### config.mk
export PLATFORM = sky130hd
export DESIGN_NAME = dual_timer_pwm
export DESIGN_NICKNAME = d
export VERILOG_FILES = /design/src/rtl/dtp_pkg.sv /design/src/rtl/dtp_regs.sv /design/src/rtl/dtp_counters.sv /design/src/rtl/dual_timer_pwm.sv
export SDC_FILE = /design/constraint.sdc
export NUM_CORES = 1
export LEC_CHECK = 0
export ABC_AREA = 1
export ABC_CLOCK_PERIOD_IN_PS = 8550
export BUFFER_PORTS_ARGS = -buffer_cell sky130_fd_sc_hd__buf_2
export CORE_MARGIN = 2
export CORE_UTILIZATION = 34
export DETAILED_ROUTE_END_ITERATION = 7
export GPL_TIMING_DRIVEN = 0
export PLACE_DENSITY = 0.59
export SYNTH_ARGS = -nofsm -noshare
export SYNTH_HDL_FRONTEND = slang
export SYNTH_SLANG_ARGS = --single-unit
### constraint.sdc
create_clock -name clk -period 8.55 [get_ports clk]
set_input_delay 0.4275 -clock clk [delete_from_list [all_inputs] [get_ports clk]]
set_output_delay 0.4275 -clock clk [all_outputs]
set_load 0.01 [all_outputs]
### src/rtl/dtp_pkg.sv
package dtp_pkg;

  localparam int CTRL_W = 12;

  localparam int B_CAPMODE = 0;
  localparam int B_DOWN    = 1;
  localparam int B_GEN     = 2;
  localparam int B_CAPEN   = 3;
  localparam int B_AUTO    = 4;
  localparam int B_LOAD    = 5;
  localparam int B_IRQEN   = 6;
  localparam int B_RUN     = 7;
  localparam int B_FLAG    = 8;
  localparam int B_PWM     = 9;
  localparam int B_ALL     = 10;
  localparam int B_CHAIN   = 11;

  // bits stored straight from a write; flag and start-both are handled apart
  localparam logic [CTRL_W-1:0] PLAIN_MASK = 12'hAFF;

  // control -> datapath
  typedef struct packed {
    logic [1:0] run;
    logic [1:0] down;
    logic [1:0] hold;
    logic [1:0] autoRld;
    logic [1:0] genOn;
    logic       pwmOn;
  } dpCtrl_t;

  // datapath -> control
  typedef struct packed {
    logic [1:0] wrapEv;
    logic [1:0] stopEv;
  } dpStat_t;

endpackage

### src/rtl/dtp_regs.sv
module dtp_regs
  import dtp_pkg::*;
#(
  parameter int WIDTH = 32
) (
  input  logic                 clk,
  input  logic                 rstN,
  input  logic                 regWe,
  input  logic [4:0]           regAddr,
  input  logic [31:0]          regWdata,
  output logic [31:0]          regRdata,
  input  dpStat_t              stat,
  input  logic [WIDTH-1:0]     count0,
  input  logic [WIDTH-1:0]     count1,
  output dpCtrl_t              ctl,
  output logic [WIDTH-1:0]     load0,
  output logic [WIDTH-1:0]     load1,
  output logic [CTRL_W-1:0]    ctrl0Q,
  output logic [CTRL_W-1:0]    ctrl1Q
);

  localparam int PADC = 32 - CTRL_W;

  logic       aligned;
  logic [2:0] sel;
  logic       enAllWr;
  logic [1:0] wrCtrl;
  logic [1:0][CTRL_W-1:0] ctrlV;
  logic [1:0][WIDTH-1:0]  loadV;

  assign aligned = (regAddr[1:0] == 2'b00);
  assign sel     = regAddr[4:2];
  assign enAllWr = |wrCtrl & regWdata[B_ALL];

  for (genvar i = 0; i < 2; i++) begin : g_chan
    localparam logic [2:0] SEL_CTRL = 3'(4 * i);
    localparam logic [2:0] SEL_LOAD = 3'(4 * i + 1);

    logic             wrLoad;
    logic [CTRL_W-1:0] ctrlR;
    logic [CTRL_W-1:0] wrVal;
    logic [WIDTH-1:0]  loadR;

    assign wrCtrl[i] = regWe & aligned & (sel == SEL_CTRL);
    assign wrLoad    = regWe & aligned & (sel == SEL_LOAD);

    always_comb begin
      wrVal         = regWdata[CTRL_W-1:0] & PLAIN_MASK;
      wrVal[B_FLAG] = (ctrlR[B_FLAG] & ~regWdata[B_FLAG]) | stat.wrapEv[i];
      if (enAllWr) wrVal[B_RUN] = 1'b1;
    end

    always_ff @(posedge clk) begin
      if (!rstN) begin
        ctrlR <= '0;
      end else if (wrCtrl[i]) begin
        ctrlR <= wrVal;
      end else begin
        if (stat.wrapEv[i]) ctrlR[B_FLAG] <= 1'b1;
        if (enAllWr)             ctrlR[B_RUN] <= 1'b1;
        else if (stat.stopEv[i]) ctrlR[B_RUN] <= 1'b0;
      end
    end

    always_ff @(posedge clk) begin
      if (!rstN)       loadR <= '0;
      else if (wrLoad) loadR <= regWdata[WIDTH-1:0];
    end

    assign ctrlV[i] = ctrlR;
    assign loadV[i] = loadR;

    assign ctl.run[i]     = ctrlR[B_RUN];
    assign ctl.down[i]    = ctrlR[B_DOWN];
    assign ctl.hold[i]    = ctrlR[B_LOAD];
    assign ctl.autoRld[i] = ctrlR[B_AUTO];
    assign ctl.genOn[i]   = ctrlR[B_GEN] & ~ctrlR[B_CAPMODE];
  end

  // both channels must be in the pulse-width configuration
  function automatic logic pwmReady(input logic [CTRL_W-1:0] c);
    return ~c[B_CAPMODE] & c[B_PWM] & c[B_GEN] & c[B_RUN] &
           c[B_AUTO] & ~c[B_LOAD] & ~c[B_CHAIN];
  endfunction

  assign ctl.pwmOn = pwmReady(ctrlV[0]) & pwmReady(ctrlV[1]);

  assign ctrl0Q = ctrlV[0];
  assign ctrl1Q = ctrlV[1];
  assign load0  = loadV[0];
  assign load1  = loadV[1];

  always_comb begin
    regRdata = '0;
    if (aligned) begin
      case (sel)
        3'd0:    regRdata = {{PADC{1'b0}}, ctrlV[0]};
        3'd1:    regRdata = 32'(loadV[0]);
        3'd2:    regRdata = 32'(count0);
        3'd4:    regRdata = {{PADC{1'b0}}, ctrlV[1]};
        3'd5:    regRdata = 32'(loadV[1]);
        3'd6:    regRdata = 32'(count1);
        default: regRdata = '0;
      endcase
    end
  end

endmodule

### src/rtl/dtp_counters.sv
module dtp_counters
  import dtp_pkg::*;
#(
  parameter int WIDTH = 32
) (
  input  logic             clk,
  input  logic             rstN,
  input  dpCtrl_t          ctl,
  input  logic [WIDTH-1:0] load0,
  input  logic [WIDTH-1:0] load1,
  output logic [WIDTH-1:0] count0,
  output logic [WIDTH-1:0] count1,
  output dpStat_t          stat,
  output logic [1:0]       genOut,
  output logic             pwmOut
);

  localparam int              CW      = WIDTH + 2;
  localparam logic [WIDTH-1:0] CNT_MAX = '1;

  logic [1:0][WIDTH-1:0] loadV;
  logic [1:0][WIDTH-1:0] countV;
  logic [1:0]            pendV;

  assign loadV[0] = load0;
  assign loadV[1] = load1;

  for (genvar i = 0; i < 2; i++) begin : g_cnt
    logic             isTerm;
    logic             restartNow;
    logic [WIDTH-1:0] cntR;
    logic             pendR;

    assign isTerm = ctl.down[i] ? (cntR == '0) : (cntR == CNT_MAX);

    if (i == 1) begin : g_follow
      // channel 1 is realigned to every period boundary of channel 0
      assign restartNow = ctl.pwmOn & pendV[0];
    end else begin : g_lead
      assign restartNow = 1'b0;
    end

    assign stat.wrapEv[i] = ~ctl.hold[i] & ~restartNow & ~pendR &
                            ctl.run[i] & isTerm;
    assign stat.stopEv[i] = ~ctl.hold[i] & ~restartNow & pendR &
                            ~ctl.autoRld[i];

    always_ff @(posedge clk) begin
      if (!rstN) begin
        cntR  <= '0;
        pendR <= 1'b0;
      end else if (ctl.hold[i]) begin
        cntR  <= loadV[i];
        pendR <= 1'b0;
      end else if (restartNow || (pendR && ctl.autoRld[i])) begin
        cntR  <= loadV[i];
        pendR <= 1'b0;
      end else if (pendR) begin
        pendR <= 1'b0;
      end else if (ctl.run[i]) begin
        cntR  <= ctl.down[i] ? cntR - 1'b1 : cntR + 1'b1;
        pendR <= isTerm;
      end
    end

    assign countV[i] = cntR;
    assign pendV[i]  = pendR;
    assign genOut[i] = pendR & ctl.genOn[i];
  end

  assign count0 = countV[0];
  assign count1 = countV[1];

  function automatic logic [CW-1:0] cycOf(input logic [WIDTH-1:0] l,
                                          input logic dn);
    return dn ? CW'(l) + CW'(2) : CW'(CNT_MAX) - CW'(l) + CW'(2);
  endfunction

  logic dutyNow, dutyQ, lowQ;

  assign dutyNow = cycOf(load1, ctl.down[1]) < cycOf(load0, ctl.down[0]);

  always_ff @(posedge clk) begin
    if (!rstN) begin
      dutyQ <= 1'b0;
      lowQ  <= 1'b0;
    end else begin
      if (!ctl.pwmOn || pendV[0]) dutyQ <= dutyNow;
      if (!ctl.pwmOn)      lowQ <= 1'b0;
      else if (pendV[0])   lowQ <= 1'b0;
      else if (pendV[1])   lowQ <= 1'b1;
    end
  end

  assign pwmOut = ctl.pwmOn & dutyQ & ~lowQ;

endmodule

### src/rtl/dual_timer_pwm.sv
module dual_timer_pwm
  import dtp_pkg::*;
#(
  parameter int WIDTH = 32
) (
  input  logic        clk,
  input  logic        rstN,
  input  logic        regWe,
  input  logic [4:0]  regAddr,
  input  logic [31:0] regWdata,
  output logic [31:0] regRdata,
  output logic [1:0]  genOut,
  output logic        pwmOut
);

  dpCtrl_t           ctl;
  dpStat_t           stat;
  logic [WIDTH-1:0]  count0, count1, load0, load1;
  logic [CTRL_W-1:0] ctrl0Q, ctrl1Q;
  logic              pwmActive;

  assign pwmActive = ctl.pwmOn;

  dtp_regs #(.WIDTH(WIDTH)) u_regs (
    .clk(clk), .rstN(rstN), .regWe(regWe), .regAddr(regAddr),
    .regWdata(regWdata), .regRdata(regRdata), .stat(stat),
    .count0(count0), .count1(count1), .ctl(ctl),
    .load0(load0), .load1(load1), .ctrl0Q(ctrl0Q), .ctrl1Q(ctrl1Q)
  );

  dtp_counters #(.WIDTH(WIDTH)) u_counters (
    .clk(clk), .rstN(rstN), .ctl(ctl), .load0(load0), .load1(load1),
    .count0(count0), .count1(count1), .stat(stat),
    .genOut(genOut), .pwmOut(pwmOut)
  );

endmodule

=== After elaboration in Yosys (flattened, before gate mapping) ===
Index checks and enable logic that the tools add are counted.
W data, S select, Z words.

* Bits of input ports: 40
* Output and inout port bits: 35
* Register bits after elaboration: 154

* Magnitude comparators: 1
* Reduce and logical (&&, ||, !) cells: 21
* Muxes and demuxes: 25
* Eq/ne operators: 9
* $add $sub $neg: 10
* Bitwise gates (word level): 58

{| class="wikitable"
|+ Operators by type and width
! kind !! number
|-
| $mux W32 || 11
|-
| $pmux W32 S6 || 1
|-
| $add A34 B2 Y34 const B || 2
|-
| $mux W34 || 2
|-
| $add A32 B2 Y33 const B || 2
|-
| $sub A32 B32 Y33 const A || 2
|-
| $add A32 B1 Y32 const B || 2
|-
| $eq A32 B32 Y1 const B || 2
|-
| $logic_not A32 Y1 || 2
|-
| $sub A32 B1 Y32 const B || 2
|-
| $and A1 B1 Y1 || 39
|-
| $lt A34 B34 Y1 || 1
|-
| $not A1 Y1 || 17
|-
| $reduce_bool A3 Y1 || 4
|-
| $reduce_or A5 Y1 || 2
|-
| $eq A3 B3 Y1 const B || 3
|-
| $mux W1 || 9
|-
| $ne A3 B3 Y1 const B || 2
|-
| $mux W2 || 2
|-
| $reduce_and A2 Y1 || 2
|-
| $reduce_bool A2 Y1 || 2
|-
| $eq A3 B1 Y1 const B || 1
|-
| $eq A3 B2 Y1 const B || 1
|-
| $logic_not A3 Y1 || 1
|-
| other kinds (7) || 10
|}

=== Longest topological paths before layout ===
Gate-level depths: netlist of the first run.

* Word-level depth: 16
* Depth in mapped cells: 20

=== Cells and area by module ===
From an unflattened synthesis of the first run, not the netlist that was laid out.

* Cells, all modules: 3038
* Area, all modules: 16991.3 um2

{| class="wikitable"
|+ By module, submodules not included
! module !! area each (um2) !! cells an instance !! times used !! sequential area each (um2)
|-
| dtp_counters || 12240.5 || 2284 || 1 || 1361.3
|-
| dtp_regs || 4750.8 || 754 || 1 || 1721.7
|}

=== Least setup slack after synthesis of the first run ===
OpenSTA, ideal clock, no wires.

* Path kind: register to register
* Start: register u_regs.g_chan[0].ctrlR[1] (netlist: u_regs.ctrl0Q[1])
* End: register u_counters.g_cnt[0].cntR[28] (netlist: u_counters.count0[28])
* Buffers on the path: 2
* Clock period less this slack: 3.023 ns
* Stages on the path, launching flop included: 17
* Data arrival time: 2.901 ns
* Setup slack: 5.527 ns
* Cell sequence: dfxtp_1 > inv_1 > buf_2 > buf_2 > fa_1 > inv_1 > nand3_1 > nand3_1 > nand2_1 > nand2_1 > nand2_1 > nand2_1 > nand2_1 > nand2_1 > nand2_1 > nand2_1 > o21ai_0

* Cells in the longest elaborated chain, start to end: 5

{| class="wikitable"
|+ Ends and longest elaborated chain
! item !! line !! text
|-
| from (decl) || dtp_regs.sv:40 || <nowiki>logic [CTRL_W-1:0] ctrlR;</nowiki>
|-
| from (signal assigned) || dtp_regs.sv:57 || <nowiki>ctrlR <= wrVal;</nowiki>
|-
| $mux W32 || dtp_counters.sv:61 || <nowiki>cntR <= ctl.down[i] ? cntR - 1'b1 : cntR + 1'b1;</nowiki>
|-
| $mux W32 || dtp_counters.sv:60 || <nowiki>end else if (ctl.run[i]) begin</nowiki>
|-
| $mux W32 || dtp_counters.sv:58 || <nowiki>end else if (pendR) begin</nowiki>
|-
| $mux W32 || dtp_counters.sv:55 || <nowiki>end else if (restartNow || (pendR && ctl.autoRld[i])) begin</nowiki>
|-
| $mux W32 || dtp_counters.sv:52 || <nowiki>end else if (ctl.hold[i]) begin</nowiki>
|-
| to (signal assigned) || dtp_counters.sv:53 || <nowiki>cntR <= loadV[i];</nowiki>
|-
| to (signal assigned) || dtp_counters.sv:56 || <nowiki>cntR <= loadV[i];</nowiki>
|-
| to (signal assigned) || dtp_counters.sv:61 ||
|-
| to (decl) || dtp_counters.sv:31 || <nowiki>logic [WIDTH-1:0] cntR;</nowiki>
|}

Every way passes these cells. The select of a mux whose other input is x is not followed.
A chain may end at the register's enable or synchronous reset.

=== Final worst setup path of the first run ===
* Start: register u_regs.g_chan[1].ctrlR[1] (netlist: u_regs.ctrl1Q[1])
* End: register u_counters.dutyQ

* Cells in the longest elaborated chain, start to end: 2

{| class="wikitable"
|+ Ends and longest elaborated chain
! item !! line !! text
|-
| from (decl) || dtp_regs.sv:40 ||
|-
| from (signal assigned) || dtp_regs.sv:57 ||
|-
| $mux W34 || dtp_counters.sv:76 || <nowiki>return dn ? CW'(l) + CW'(2) : CW'(CNT_MAX) - CW'(l) + CW'(2);</nowiki>
|-
| $lt A34 B34 Y1 || dtp_counters.sv:81 || <nowiki>assign dutyNow = cycOf(load1, ctl.down[1]) < cycOf(load0, ctl.down[0]);</nowiki>
|-
| to (signal assigned) || dtp_counters.sv:88 || <nowiki>if (!ctl.pwmOn || pendV[0]) dutyQ <= dutyNow;</nowiki>
|-
| to (decl) || dtp_counters.sv:79 || <nowiki>logic dutyNow, dutyQ, lowQ;</nowiki>
|}

Every way passes these cells.

==> results of run 1 <==
==> cell families after synthesis <==
kind of cell / synth area share [%]
compound gates: 18.4
fa+ha+maj: 7.87
simple gates: 37.4
flops: 19.6
buf+inv: 11.6
xor+xnor: 5.11
==> power by group through the flow <==
stage | sequential, W | clock, W | combinational (W)
after floorplan | 0.000747 | 0 | 0.000267
after global placement | 0.000752 | 0 | 0.000388
after detailed placement | 0.000752 | 0 | 0.000392
after CTS | 0.000736 | 0.000792 | 0.000394
after global routing | 0.000736 | 0.000822 | 0.000450
final | 0.000736 | 0.000788 | 0.000405
==> layout make-up <==
type	count	area share [%]
plain buffers	90	2.27
repair buffers	73	2.09
multi-input cells	2044	62.1
well taps	600	4.30
inverters	383	8.25
diodes	1	0.0143
flip-flops and latches	154	17.7
clock inverters	14	0.781
clock buffers	18	2.51
==> metal layers <==
metal,routed length [um],up-vias
li1,-,9027
met1,35200,8778
met2,28600,956
met3,7920,91
met4,1900,0
met5,0,-
==> flip-flops by register name, summed over array words and instances (netlist names) <==
name and cells:
u_counters.count0 32, u_counters.count1 32, u_counters.dutyQ 1, u_counters.g_cnt.pendR 2, u_counters.lowQ 1, u_regs.ctrl0Q 11, u_regs.ctrl1Q 11, u_regs.load0 32
u_regs.load1 32
==> through the flow <==
stage	hold WS, ps	total power, W	utilization, %
6_report	262	0.00193	38.3
5_1_grt	258	0.00201	38.3
4_1_cts	244	0.00192	38.3
3_5_place_dp	481	0.00114	37.0
3_3_place_gp	471	0.00114	37.0
2_1_floorplan	447	0.00101	-
==> layout by cell type (no fill, tap or decap), types with 5 or more instances in the layout <==
master	instances
nor2_2	11
dfxtp_1	152
nand4_1	73
inv_1	361
a31oi_1	14
clkbuf_16	17
a21o_1	5
o21a_1	12
xnor2_1	6
nor3_4	5
a221oi_1	25
a21oi_1	178
o22ai_1	52
nand2_1	715
nor3_1	61
a22oi_1	27
o21ai_1	41
xor2_1	86
buf_2	116
nor3_2	12
clkbuf_1	42
ha_1	96
o21ai_0	126
nor2_1	270
nand3_1	138
inv_2	19
o21bai_1	14
or2_2	5
nor4_1	20
nand3b_1	13
==> critical path: stages (launching register included) <==
cell,delay (ps)
dfxtp_2,830
buf_2,390
clkbuf_1,520
clkbuf_1,650
nand2_1,110
nand2_1,130
inv_1,50
ha_1,280
nand2_1,90
a21oi_1,50
o21ai_0,150
nand2_1,90
a21oi_1,380
nand4_1,180
o21bai_1,150
==> path summary, 6_finish.rpt <==
check / endpoint / slack [ps] / from
hold reg to reg: u_regs.ctrl1Q[8] / 480 / u_regs.ctrl1Q[8]
setup reg to reg: u_counters.dutyQ / 4440 / u_regs.ctrl1Q[1]
setup / recovery: u_counters.dutyQ / 4440 / u_regs.ctrl1Q[1]
hold / removal: u_regs.load0[26] / 260 / regWdata[26]
==> out/results.ini, run 1 <==
[place]
gp_congestion = 1.03
hpwl_mm = 60.7
portBuffers = 73
pre_cts_ws_ps = 4040
placed_cells = 3344
placed_cell_area_sq_um = 16900

[synth]
yosys-top-cells-area = dfxtp_1 (20%), nand2_1 (17%), inv_1 (8.6%)
syn_area_sq_um = 15800
synth-seq-cells = 154
synth_async_sr_flop_share_pct = 0
synth.most_common_cell = nand2_1
synth.largest_area_cell = dfxtp_1
avgSynthCellArea_sq_um = 5.90
synth_warnings = 0
synth_cell_type_count = 53
seq_area_frac_synth_pct = 19.6
synth_top_area_share_pct = 19.6
yosys-top-cells-count = nand2_1 (715), inv_1 (361), nor2_1 (270), a21oi_1 (178), dfxtp_1 (154)
netlist_instances = 2671
synth_edf_count = 0
syn_nets = 2809
synth_ff_type = dfxtp_1

[run]
max_cap_viol_count = 0

[final_layout]
nFillCells = 5158
nNetsFinal = 2901
stdcell_count = 3377
multi_input_area_sq_um = 10800
ff_latch_area_sq_um = 3090
layout-drive-gt1-share_pct = 8.07
fin_area_sq_um = 17500
syn2layout_area_growth_pct = 10.8

[floorplanning]
die_h_um = 219
core_area_sq_um = 45600
die_area_sq_um = 48100
rows = 78
die_w_um = 219
ioPinCount = 75
initial_core_util_pct = 34.6

[global_routing]
gr-usage-met2_pct = 41.5
met3_usage_pct = 7.55
grt_max_degree = 35
grt_pass1_wl_mm = 108
grt-ovfl-total = 0
track_usage_pct = 30.4
top_usage_layer = met1
grt_antenna_before_repair = 1
grt_pass1_vias = 17300
grt_util_met1_pct = 45.9

[sta]
fin_skew_ps = 12.2
worstMarginPinSlew_ps = 1160
min_period_over_period_pct = 48.0
fin_crit_ps = 4110
worst_slack_ps = 4440
relSlewSlack_pct = 22.3
slew_viol_final = 0
max_freq_mhz = 244
rsz0062_at_grt = false
setup_viol = 0
finalHoldViolCount = 0
tns_ps = 0

[drt]
first_pass_iters = 6
vias = 18900
drt.antenna.violating_nets = 0
viasPerCell = 5.58
wl_mm = 73.6
drtIter0Drc = 2246
drc = 0
route.detailed.wl_per_inst_um = 21.8

[setup_path]
worst_ep_arrival_time_ps = 4510
cp_max_fo = 31
crit_path_start_kind = flip-flop
reg2regPathDepth = 14
critPathRequiredTime_ps = 8960
crit_type = reg -> reg
end_kind = flip-flop

[clock_tree]
cts-root-buf = clkbuf_16
hold_buffers = 0
cts_buffers = 17
post_cts_buffers = 0
cts_resized = 0
clkTransAtPathRegs_ps = 70
cts_tree = done
insertion_delay_ps = 470
htree_levels = 4
clock_path_buffers = 2
cts.sinks = 154

[power_and_ir_drop]
switching_share_pct = 34.0
combPwrFrac_pct = 21.0
p_sw_w = 0.000656
seqPwrFrac_pct = 38.2
clkPwrFrac_pct = 40.8
internal-power_w = 0.00127
p_per_area_nw_per_um2 = 110
ir_drop_v = 0.000113
power_leakage_nw = 8.08

[worst_hold_path]
hold_depth = 3
hold_path.class = in -> reg

[run_status]
status = completed

Power figures use the tool's default switching activity.
==> run 2: changes to the inputs <==
--- a/config.mk
+++ b/config.mk
@@ -6,7 +6,7 @@
 export NUM_CORES = 1
 export LEC_CHECK = 0
 export ABC_AREA = 1
-export ABC_CLOCK_PERIOD_IN_PS = 8550
+export ABC_CLOCK_PERIOD_IN_PS = 4100
 export BUFFER_PORTS_ARGS = -buffer_cell sky130_fd_sc_hd__buf_2
 export CORE_MARGIN = 2
 export CORE_UTILIZATION = 34
==> constraint.sdc (replaced) <==
create_clock -name clk -period 4.1 [get_ports clk]
set_input_delay 0.205 -clock clk [delete_from_list [all_inputs] [get_ports clk]]
set_output_delay 0.205 -clock clk [all_outputs]
set_load 0.01 [all_outputs]
==> run 2 against run 1 <==
Clock power is 110% higher. Sequential power increased by 110%. Critical path depth up 3. Total power is 110% higher. Critical endpoint unchanged. Largest cell class unchanged.
==> out/results.ini, run 2 (same netlist as run 1, synthesis figures left out) <==
[setup_path]
cp-startpoint = u_regs.load0[1]
cp_slowest_stage_delay_ps = 410  ; -420 ps
crit_type = reg -> reg
crit_top_cell = inv_1
cp_max_fo = 6  ; -81%
path_cells = inv_1 > ha_1 > inv_1 > nor3_4 > nand2_2 > inv_1 > nand4_1 > o22ai_1 > xor2_1 > ha_1 > nand2_1 > a21oi_1 > o21ai_0 > nand2_1 > a21oi_2 > nand4_1 > o21bai_1
worst_ep_arrival_time_ps = 4280  ; -230 ps
critPathRequiredTime_ps = 4510  ; -4450 ps
end_kind = flip-flop
crit_path_start_kind = flip-flop
slowest_stage = dfxtp_1
worstReg2RegStart = u_regs.load0[1]

[clock_tree]
post_cts_buffers = 0  ; unchanged
clock_path_buffers = 2  ; unchanged
cts.sinks = 154  ; unchanged
htree_levels = 4  ; unchanged
cts_buffers = 17  ; unchanged
clkTransAtPathRegs_ps = 70  ; about the same
cts_tree = done
insertion_delay_ps = 480  ; about the same
cts-root-buf = clkbuf_16

[run_status]
status = completed

[floorplanning]
die_w_um = 219  ; unchanged
rows = 78  ; unchanged
core_area_sq_um = 45600  ; unchanged
initial_core_util_pct = 34.6  ; unchanged
die_area_sq_um = 48100  ; unchanged
die_h_um = 219  ; unchanged
ioPinCount = 75  ; unchanged

[sta]
relSlewSlack_pct = 22.5  ; +0.19 points
holdWs_ps = 30.1  ; -232 ps
max_freq_mhz = 259  ; +6.2%
finalHoldViolCount = 0  ; unchanged
worstMarginPinSlew_ps = 1160  ; -2.90 ps
fin_crit_ps = 3870  ; -239 ps
slew_viol_final = 0  ; unchanged
setup_viol = 0  ; unchanged
rsz0062_at_grt = false
min_period_over_period_pct = 94.3  ; +46 points
fin_skew_ps = 12.3  ; +0.109 ps

[final_layout]
nNetsFinal = 2901  ; unchanged
syn2layout_area_growth_pct = 10.8  ; about the same
layout-drive-gt1-share_pct = 8.11  ; +0.036 points
final_common_cell = nand2_1
finish.utilization_pct = 38.3  ; about the same
fin_area_sq_um = 17500  ; about the same
mostFrequentLayoutCells = nand2_1 (715), inv_1 (361), nor2_1 (270)

[place]
gp_congestion = 1.03  ; unchanged
placed_cell_area_sq_um = 16900  ; unchanged
hpwl_mm = 60.7  ; unchanged
portBuffers = 73  ; unchanged

[drt]
drc = 0  ; unchanged
viasPerCell = 5.59  ; +0.11%
drtIter0Drc = 2285  ; +1.7%
drt.antenna.violating_nets = 0  ; unchanged
route.detailed.wl_per_inst_um = 21.8  ; about the same
wl_mm = 73.7  ; about the same
vias = 18900  ; +0.11%
first_pass_iters = 6  ; unchanged

[worst_hold_path]
hold_path.class = in -> reg
hp-start = regWdata[20]

[global_routing]
track_usage_pct = 30.4  ; about the same
grt_antenna_before_repair = 1  ; unchanged
grt_pass1_vias = 17300  ; +0.023%
grt_pass1_wl_mm = 108  ; about the same
grt-ovfl-total = 0  ; unchanged
grt_max_degree = 35  ; unchanged

[power_and_ir_drop]
p_per_area_nw_per_um2 = 230  ; +110%
ir_drop_v = 0.000236  ; +110%
power_leakage_nw = 8.08  ; about the same

[run]
max_cap_viol_count = 0  ; unchanged

[run 2: metrics by stage]
| stage | setup TNS [ps] | setup WS [ps] | std cells | total power (W) |
|---|---|---|---|---|
| global placement | -2010 | -370 | 3344 | 0.00238 |
| global route | 0 | 4.97 | 3376 | 0.00419 |
| finish | 0 | 233 | 3377 | 0.00402 |
| CTS | 0 | 112 | 3376 | 0.00401 |
| detailed placement | -2250 | -410 | 3344 | 0.00239 |
| floorplan | 0 | 1080 | 2671 | 0.00211 |
[run 2: path summary, 6_finish.rpt]
path	endpoint	slack (ps)	cells after the start
setup / recovery	u_counters.dutyQ	230	17
hold / removal	u_regs.load0[20]	30	3
setup reg to reg	u_counters.dutyQ	230	17
hold reg to reg	u_regs.ctrl1Q[8]	480	2
[run 2: per-layer routing]
| layer | up-vias | part of all wire, % | global-route usage (%) |
|---|---|---|---|
| met5 | - | 0 | 0 |
| met4 | 0 | 2.8 | 9.17 |
| met3 | 108 | 11 | 7.55 |
| met2 | 931 | 39 | 41.5 |
| met1 | 8795 | 48 | 45.9 |
| li1 | 9038 | - | - |
[run 2: power breakdown]
part / internal, W / total [W] / switching [W]
clock: 0.000863 / 0.00164 / 0.000779
combinational: 0.000281 / 0.000846 / 0.000564
sequential: 0.00151 / 0.00153 / 0.0000243
[run 2: area by class of cell]
type                            instances  area [sq um]
Buffer                                 90           397
Tap cell                              600           751
Antenna cell                            1          2.50
Clock buffer                           18           439
Multi-Input combinational cell       2044         10900
Clock inverter                         14           136
Sequential cell                       154          3090
Inverter                              383          1440
Timing Repair Buffer                   73           365
Fill cell                            5157         28100
[run 2: repair_timing]
action | 4_1_cts | 5_1_grt
endpoints found under the setup margin | 12 | 4
gates resized for setup | 1 | 2
hold buffers | 0 | 0
cloned | 0 | 0
[run 2: worst max-delay path, delay by kind of cell, from the launching register on]
family | cells | cell delay [ps]
AOI/OAI and AO/OA | 5 | 950
and+or+nand+nor | 6 | 950
adders and majority gates | 2 | 640
buffers and inverters | 3 | 540
DFF | 1 | 410
xor gates and xnor gates | 1 | 280
